--- src/rtl/desc_ring_scanner.sv ---
module desc_ring_scanner #(
  parameter int AW   = 16,
  parameter int IDXW = 4
) (
  input  logic          clk,
  input  logic          rst_n,
  input  logic          stop,
  input  logic          reg_wr,
  input  logic [AW-1:0] rx_base,
  input  logic [AW-1:0] tx_base,
  input  logic          rx_req,
  input  logic [15:0]   rx_size,
  output logic          rx_done,
  output logic          rx_event,
  output logic          tx_event,
  output logic          tx_send,
  output logic [15:0]   tx_len,
  input  logic          tx_sent,
  output logic          mem_valid,
  output logic          mem_write,
  output logic [AW-1:0] mem_addr,
  output logic [15:0]   mem_wdata,
  input  logic          mem_ready,
  input  logic [15:0]   mem_rdata
);
  localparam logic [7:0] RX_READY = 8'h80;
  localparam logic [7:0] TX_READY = 8'h83;
  localparam logic [7:0] ST_DONE  = 8'h03;
  localparam logic [AW-1:0] OFF_STAT = AW'(2);
  localparam logic [AW-1:0] OFF_BLEN = AW'(4);
  localparam logic [AW-1:0] OFF_MLEN = AW'(6);

  typedef enum logic [2:0] {S_IDLE, S_RDST, S_ADV, S_WRLEN, S_RDLEN, S_SEND, S_WRST} st_t;

  st_t            st;
  logic           is_rx, tx_pend;
  logic [IDXW-1:0] pos, endp, rx_idx, tx_idx;
  logic [IDXW-1:0] pos_nx;
  logic [15:0]    len_r;
  logic [7:0]     stat_hi;
  logic [AW-1:0]  ring_base, desc_off, field_off;
  logic           hs;
  logic [7:0]     want;

  assign pos_nx    = pos + 1'b1;
  assign ring_base = is_rx ? rx_base : tx_base;
  assign desc_off  = AW'({pos, 3'b000});
  assign field_off = (st == S_WRLEN) ? OFF_MLEN : (st == S_RDLEN) ? OFF_BLEN : OFF_STAT;
  assign mem_addr  = ring_base + desc_off + field_off;
  assign mem_valid = (st == S_RDST) || (st == S_WRLEN) || (st == S_RDLEN) || (st == S_WRST);
  assign mem_write = (st == S_WRLEN) || (st == S_WRST);
  assign mem_wdata = (st == S_WRLEN) ? len_r : {stat_hi, ST_DONE};
  assign hs        = mem_valid && mem_ready;
  assign want      = is_rx ? RX_READY : TX_READY;
  assign tx_send   = (st == S_SEND);
  assign tx_len    = len_r;

  always_ff @(posedge clk or negedge rst_n) begin
    if (!rst_n) begin
      st       <= S_IDLE;
      is_rx    <= 1'b0;
      tx_pend  <= 1'b0;
      pos      <= '0;
      endp     <= '0;
      rx_idx   <= '0;
      tx_idx   <= '0;
      len_r    <= '0;
      stat_hi  <= '0;
      rx_done  <= 1'b0;
      rx_event <= 1'b0;
      tx_event <= 1'b0;
    end else begin
      rx_done  <= 1'b0;
      rx_event <= 1'b0;
      tx_event <= 1'b0;
      tx_pend  <= (tx_pend | reg_wr) & ~stop;
      case (st)
        S_IDLE: begin
          if (rx_req && !rx_done) begin
            if (stop) begin
              rx_done <= 1'b1;
            end else begin
              is_rx <= 1'b1;
              pos   <= rx_idx;
              endp  <= rx_idx - 1'b1;
              len_r <= rx_size + 16'd4;
              st    <= S_RDST;
            end
          end else if (tx_pend && !stop) begin
            is_rx   <= 1'b0;
            pos     <= tx_idx;
            endp    <= tx_idx - 1'b1;
            tx_pend <= reg_wr;
            st      <= S_RDST;
          end
        end
        S_RDST: if (hs) begin
          stat_hi <= mem_rdata[15:8];
          if (mem_rdata[7:0] == want) st <= is_rx ? S_WRLEN : S_RDLEN;
          else                        st <= S_ADV;
        end
        S_ADV: begin
          if (pos_nx == endp) begin
            st <= S_IDLE;
            if (is_rx) rx_done <= 1'b1;
          end else begin
            pos <= pos_nx;
            st  <= S_RDST;
          end
        end
        S_WRLEN: if (hs) st <= S_WRST;
        S_RDLEN: if (hs) begin
          len_r <= ~mem_rdata + 16'd1;
          st    <= S_SEND;
        end
        S_SEND: if (tx_sent) st <= S_WRST;
        S_WRST: if (hs) begin
          if (is_rx) begin
            rx_idx   <= rx_idx + 1'b1;
            rx_event <= 1'b1;
            rx_done  <= 1'b1;
            st       <= S_IDLE;
          end else begin
            tx_idx   <= tx_idx + 1'b1;
            tx_event <= 1'b1;
            st       <= S_ADV;
          end
        end
        default: st <= S_IDLE;
      endcase
    end
  end

  assert_mem_hold_R2: assert property (@(posedge clk) disable iff (!rst_n)
    (mem_valid && !mem_ready) |=> (mem_valid && $stable(mem_addr) && $stable(mem_wdata) && $stable(mem_write)));

  assert_rx_event_done_R4: assert property (@(posedge clk) disable iff (!rst_n)
    rx_event |-> rx_done);

  assert_events_exclusive_R5: assert property (@(posedge clk) disable iff (!rst_n)
    $onehot0({rx_event, tx_event}));

  assert_send_hold_R6: assert property (@(posedge clk) disable iff (!rst_n)
    (tx_send && !tx_sent) |=> (tx_send && $stable(tx_len)));

  assert_rx_index_step_R9: assert property (@(posedge clk) disable iff (!rst_n)
    rx_event |-> (rx_idx == $past(rx_idx) + 1'b1));

  assert_tx_index_step_R9: assert property (@(posedge clk) disable iff (!rst_n)
    tx_event |-> (tx_idx == $past(tx_idx) + 1'b1));

  assert_stop_no_start_R10: assert property (@(posedge clk) disable iff (!rst_n)
    (stop && st == S_IDLE) |=> (st == S_IDLE));
endmodule

--- config.mk ---
export PLATFORM = sky130hd
export DESIGN_NAME = desc_ring_scanner
export DESIGN_NICKNAME = d
export VERILOG_FILES = /design/src/rtl/desc_ring_scanner.sv
export SDC_FILE = /design/constraint.sdc
export NUM_CORES = 1
export LEC_CHECK = 0
export ABC_AREA = 1
export CAP_MARGIN = 20
export CELL_PAD_IN_SITES_DETAIL_PLACEMENT = 1
export CELL_PAD_IN_SITES_GLOBAL_PLACEMENT = 1
export CORE_ASPECT_RATIO = 1.25
export CORE_MARGIN = 10
export CORE_UTILIZATION = 32
export DETAILED_ROUTE_END_ITERATION = 6
export GPL_ROUTABILITY_DRIVEN = 0
export GPL_TIMING_DRIVEN = 0
export PLACE_DENSITY_LB_ADDON = 0.1
export SYNTH_ARGS = -nofsm -noshare
export SYNTH_HDL_FRONTEND = slang
export SYNTH_SLANG_ARGS = --single-unit
--- constraint.sdc ---
create_clock -name clk -period 3.3 [get_ports clk]
set_clock_uncertainty 0.15 [all_clocks]
set_input_delay 0.66 -clock clk [delete_from_list [all_inputs] [get_ports clk]]
set_output_delay 0.66 -clock clk [all_outputs]
set_load 0.1 [all_outputs]
==> results of run 1 <==
[area by class of cell]
| class | count | area [um^2] |
|---|---|---|
| sequential | 48 | 1200 |
| multi-input combinational | 473 | 2690 |
| buffer | 11 | 140 |
| clock inverter | 3 | 68.8 |
| timing repair buffer | 147 | 1500 |
| clock buffer | 5 | 125 |
| fill | 1481 | 5530 |
| inverter | 70 | 268 |
| tap | 161 | 201 |
[cells by family after synthesis]
family          share of synthesized area
flops                               0.311
xor+xnor                           0.0545
compound gates                      0.109
buf+inv                            0.0843
fa+ha+maj                          0.0441
simple gates                        0.391
mux                               0.00551
[synth_stat cells, types with 2 or more instances]
master	instances	share of area
nand2_1	214	0.21
inv_1	67	0.065
nand3_1	56	0.073
nor2_1	53	0.052
o21ai_0	50	0.065
dfrtp_1	48	0.31
xor2_1	14	0.032
a21oi_1	13	0.017
ha_1	12	0.039
xnor2_1	10	0.023
nand4_1	9	0.015
a31oi_1	5	0.0081
clkbuf_1	5	0.0049
or2_2	5	0.0081
nand3b_1	4	0.0078
o211ai_1	4	0.0078
buf_4	3	0.0058
inv_2	3	0.0029
nand2_2	3	0.0049
nor2_2	3	0.0049
nor3_1	3	0.0039
o21bai_1	3	0.0058
buf_2	2	0.0026
[flip-flops by register name, indices dropped and copies added, names as in the netlist]
signal,flops
st,3
rx_event,1
tx_len,16
endp,4
pos,4
tx_pend,1
tx_idx,4
rx_idx,4
stat_hi,8
is_rx,1
rx_done,1
tx_event,1
[final timing paths]
check                           from           end  slack, ns  cells past startpoint
min in group clk           tx_idx[3]     tx_idx[3]       0.33                      1
hold reg to reg            tx_idx[3]     tx_idx[3]       0.33                      1
setup reg to reg               st[0]    tx_len[11]       1.28                      9
setup / recovery               is_rx  mem_addr[13]      -0.14                     11
hold / removal                 rst_n      rx_event       0.14                      1
max in group asynchronous      rst_n     tx_len[8]       2.32                      2
[critical path, delay by kind of cell (launching register included)]
| family | cells | cell delay, ns |
|---|---|---|
| buf+inv | 3 | 0.50 |
| xor+xnor | 1 | 0.19 |
| flops | 1 | 0.44 |
| simple gates | 5 | 0.65 |
| fa+ha+maj | 2 | 0.54 |
[metal layers]
layer  global-route usage  routed length, um  up-vias
met4               0.0587                342        0
met1                0.187               6190     2230
met3               0.0320                588       24
met2                0.378               9700      102
met5                    0                  0        -
li1                     -                  -     2233
[through the flow]
| stage | setup WS (ns) | util | cell area (um^2) | setup TNS, ns | hold WS [ns] |
|---|---|---|---|---|---|
| finish | -0.135 | 0.528 | 6200 | -0.635 | 0.138 |
| global placement | -1.41 | 0.464 | 5450 | -17.29 | 0.305 |
| CTS | -0.0799 | 0.511 | 5990 | -0.238 | 0.149 |
| floorplan | -0.387 | - | 4000 | -0.584 | 0.214 |
| detailed placement | -1.52 | 0.466 | 5460 | -16.77 | 0.311 |
| global route | -0.233 | 0.528 | 6200 | -1.56 | 0.160 |
[timing repair]
| item | in CTS | in global routing |
|---|---|---|
| gates resized for setup | 170 | 52 |
| pin swaps | 7 | 16 |
| setup endpoints to repair | 33 | 25 |
| buffers inserted | 6 | 15 |
| gates cloned | 1 | 0 |
==> results_dict.tcl, run 1 <==
set metrics [dict create \
    area_growth_pct 60.6 \
    synth_edf_count 0 \
    crit_type "reg -> out" \
    drc 0 \
    dp_cells 888 \
    crit_fanout 6 \
    rsz0062_at_grt "yes" \
    num_io_pins 125 \
    cts_buffer_depth 2 \
    start_kind "register" \
    routed_via_density 5.00 \
    status "complete, but fails checks" \
    syn_nets 686 \
    cp.arrival_ns 2.63 \
    final_common_cell "nand2_1" \
    cts_hold_buf 0 \
    clock_latency_ns 0.30 \
    grt_max_degree 33 \
    numCtsBuffers 5 \
    ys.flop_type "dfrtp_1" \
    n_antenna_cell 0 \
    crit_path_max_incr_delay_ns 0.44 \
    fin_nets 840 \
    routed_wl_mm 16.8 \
    grt_pass1_wl_mm 25.6 \
    min_path_type "in -> async" \
    first_pass_iters 4 \
    fmax_ghz 0.291 \
    layout_min_cycle_time_ns 3.44 \
    dieArea_mm2 0.0169 \
    cts-root-buf "clkbuf_16" \
    htree_num_levels 2 \
    violations "setup timing" \
    synthArstFlopShare 1.00 \
    drv_cap 0 \
    std_cell_rows 44 \
    grt_pass1_vias 5013 \
    finalSetupViolations 8 \
    fin_crit_sh 1.04 \
    yosysSeqAreaShare 0.311 \
    synth_area_per_cell_um2 6.41 \
    cts.clk_slew.worst_paths_ns 0.08 \
    clkSinkCount 48 \
    drv_slew 0 \
    dp_hpwl_mm 13.0 \
    finalHoldViolations 0 \
    die_w_um 118 \
    grt_use_total 0.186 \
    overflow 0 \
    drive_above_1_share 0.173 \
    tritoncts "yes" \
    io_buffers 124 \
    crit_path_cell_trace "buf_6 > clkbuf_16 > nand2_4 > nand2_4 > ha_4 > fa_2 > nand4_1 > nand3_4 > nand3_4 > xor2_2 > buf_12" \
    critPathSlowestCell "dfrtp_1" \
    yosysWarnings 0 \
    core_mm2 0.0117 \
    cp-end-kind "output pin" \
    worstMarginPinSlew_ns 1.04 \
    fin_ws_ns -0.135 \
    synth_area_mm2 0.00386 \
    synth_cells 602 \
    drt-wirelength-per-cell_um 18.3 \
    critPathRequiredTime_ns 2.49 \
    postRouteAntennaNets 0 \
    ys_types 36 \
    antenna_found_initial 0 \
    die_h_um 143 \
    final_cells 918 \
    final_cell_mix "nand2_1 (198), clkdlybuf4s50_1 (87), inv_1 (66)" \
    drt-initial-drc-count 123 \
    vias 4589 \
    slew_headroom 0.307 \
    start_util 0.329 \
    ys_seq_elements 48 \
]
Power of run 1 is not shown: default switching activity piles up to over one toggle a cycle in this logic, so the estimate is an artifact.
==> inputs of run 2 (changes only) <==
--- a/config.mk
+++ b/config.mk
@@ -10,7 +10,7 @@
 export CELL_PAD_IN_SITES_DETAIL_PLACEMENT = 1
 export CELL_PAD_IN_SITES_GLOBAL_PLACEMENT = 1
 export CORE_ASPECT_RATIO = 1.25
-export CORE_MARGIN = 10
+export CORE_MARGIN = 5
 export CORE_UTILIZATION = 32
 export DETAILED_ROUTE_END_ITERATION = 6
 export GPL_ROUTABILITY_DRIVEN = 0
==> run 2 against run 1 <==
Against the previous run: sequential cell count did not move; the flow still finishes with violations (setup timing); global-route usage grew 2.9 points; final cell count grew 0.22%; maximum frequency rose by 0.71%; critical endpoint unchanged; via count is 1.8% higher; non-clock buffer count is 2 higher; die area down 15%; register-to-register slack worse by 0.20 ns; routed wire length decreased by 0.88%.
==> results_dict.tcl, run 2 (same netlist as run 1, synthesis figures left out) <==
set metrics [dict create \
    status "complete, but fails checks" \
    violations "setup timing" \
    grt_pass1_vias 4923 \
    rsz0062_at_grt "yes" \
    overflow 0 \
    antenna_found_initial 0 \
    worstMarginPinSlew_ns 1.04 \
    clock_latency_ns 0.30 \
    tritoncts "yes" \
    final_common_cell "nand2_1" \
    fmax_ghz 0.293 \
    cp.arrival_ns 2.60 \
    dp_hpwl_mm 12.1 \
    routed_via_density 5.08 \
    first_pass_iters 4 \
    drv_slew 0 \
    largest_reg_flops 16 \
    multiInputGateArea_mm2 0.00279 \
    cts.clk_slew.worst_paths_ns 0.08 \
    cts-root-buf "clkbuf_16" \
    grt_use_total 0.215 \
    area_growth_pct 64.2 \
    grt_max_degree 33 \
    std_cell_rows 44 \
    num_io_pins 125 \
    critPathRequiredTime_ns 2.49 \
    drive_above_1_share 0.187 \
    fillers 1511 \
    finalSetupViolations 6 \
    routed_wl_mm 16.7 \
    fin_nets 842 \
    core_mm2 0.0117 \
    htree_num_levels 2 \
    numCtsBuffers 5 \
    finalHoldViolations 0 \
    layout_min_cycle_time_ns 3.41 \
    final_cell_mix "nand2_1 (194), clkdlybuf4s50_1 (83), inv_1 (64)" \
    die_w_um 108 \
    drc 0 \
    vias 4673 \
    cts_buffer_depth 2 \
    regArea_mm2 0.00121 \
    clkSinkCount 48 \
    utilization 0.540 \
    start_kind "input port" \
    fin_hold_ws_ns 0.134 \
    n_antenna_cell 0 \
    fin_crit_sh 1.03 \
    dieArea_mm2 0.0144 \
    cts_hold_buf 0 \
    crit_type "in -> out" \
    crit_fanout 6 \
    die_h_um 133 \
    fin_area_mm2 0.00634 \
    start_util 0.329 \
    postRouteAntennaNets 0 \
    io_buffers 124 \
    grt_pass1_wl_mm 24.4 \
    min_path_type "in -> async" \
    fin_tns_setup_ns -0.446 \
    dpl_cell_area_mm2 0.00546 \
    drv_cap 0 \
    cp-end-kind "output pin" \
    slew_headroom 0.308 \
    drt-wirelength-per-cell_um 18.1 \
    drt-initial-drc-count 154 \
    fin_ws_ns -0.111 \
]
[run 2: changes by cell type in the layout (fill, tap and decap cells not counted), sizes merged]
cell / change
buf: +4
clkbuf: -5
clkdlybuf4s15: +2
clkdlybuf4s50: -4
dlygate4sd2: +4
dlymetal6s2s: +1
[run 2: layer usage]
layer  vias up  share of wire  GRT usage
li1       2235              -          -
met1      2276           0.37      0.228
met2       119           0.57      0.424
met3        43          0.029     0.0244
met4         0          0.035     0.0772
met5         -              0          0
[run 2: metrics by stage]
step	cells	setup slack, ns
after floorplan	602	-0.387
after global placement	887	-1.43
after detailed placement	888	-1.55
after CTS	906	-0.0792
after global routing	920	-0.173
final	920	-0.111
[run 2: worst max-delay path, stage by stage]
cell and delay (ns):
clkdlybuf4s50_1 0.42, nand2_1 0.08, nand2_2 0.10, fa_2 0.43, nand4_1 0.18, nand3_4 0.20
nand3_4 0.15, xor2_4 0.17, buf_12 0.19
[run 2: layout make-up]
class / instances / share of cell area
Buffer: 10 / 0.0168
Clock buffer: 5 / 0.0197
Clock inverter: 3 / 0.0109
Inverter: 70 / 0.0426
Multi-Input combinational cell: 473 / 0.440
Sequential cell: 48 / 0.190
Tap cell: 161 / 0.0318
Timing Repair Buffer: 150 / 0.248
[run 2: what timing repair did]
item                                    CTS  global route
hold endpoints to repair                  0             0
setup buffers                             9            16
resized for setup                       167            73
pin swaps                                17            37
cloned                                    1             0
endpoints found under the setup margin   33            27
[run 2: path summary, 6_finish.rpt]
check / start / to / slack, ns / depth (start not counted)
max: rx_base[2] / mem_addr[13] / -0.11 / 9
min: rst_n / rx_event / 0.13 / 1
max reg2reg: st[0] / pos[0] / 1.08 / 8
min reg2reg: tx_idx[3] / tx_idx[3] / 0.33 / 1
max in group asynchronous: rst_n / is_rx / 2.32 / 2
min in group clk: tx_idx[3] / tx_idx[3] / 0.33 / 1
Power of run 2 is left out for the same reason.
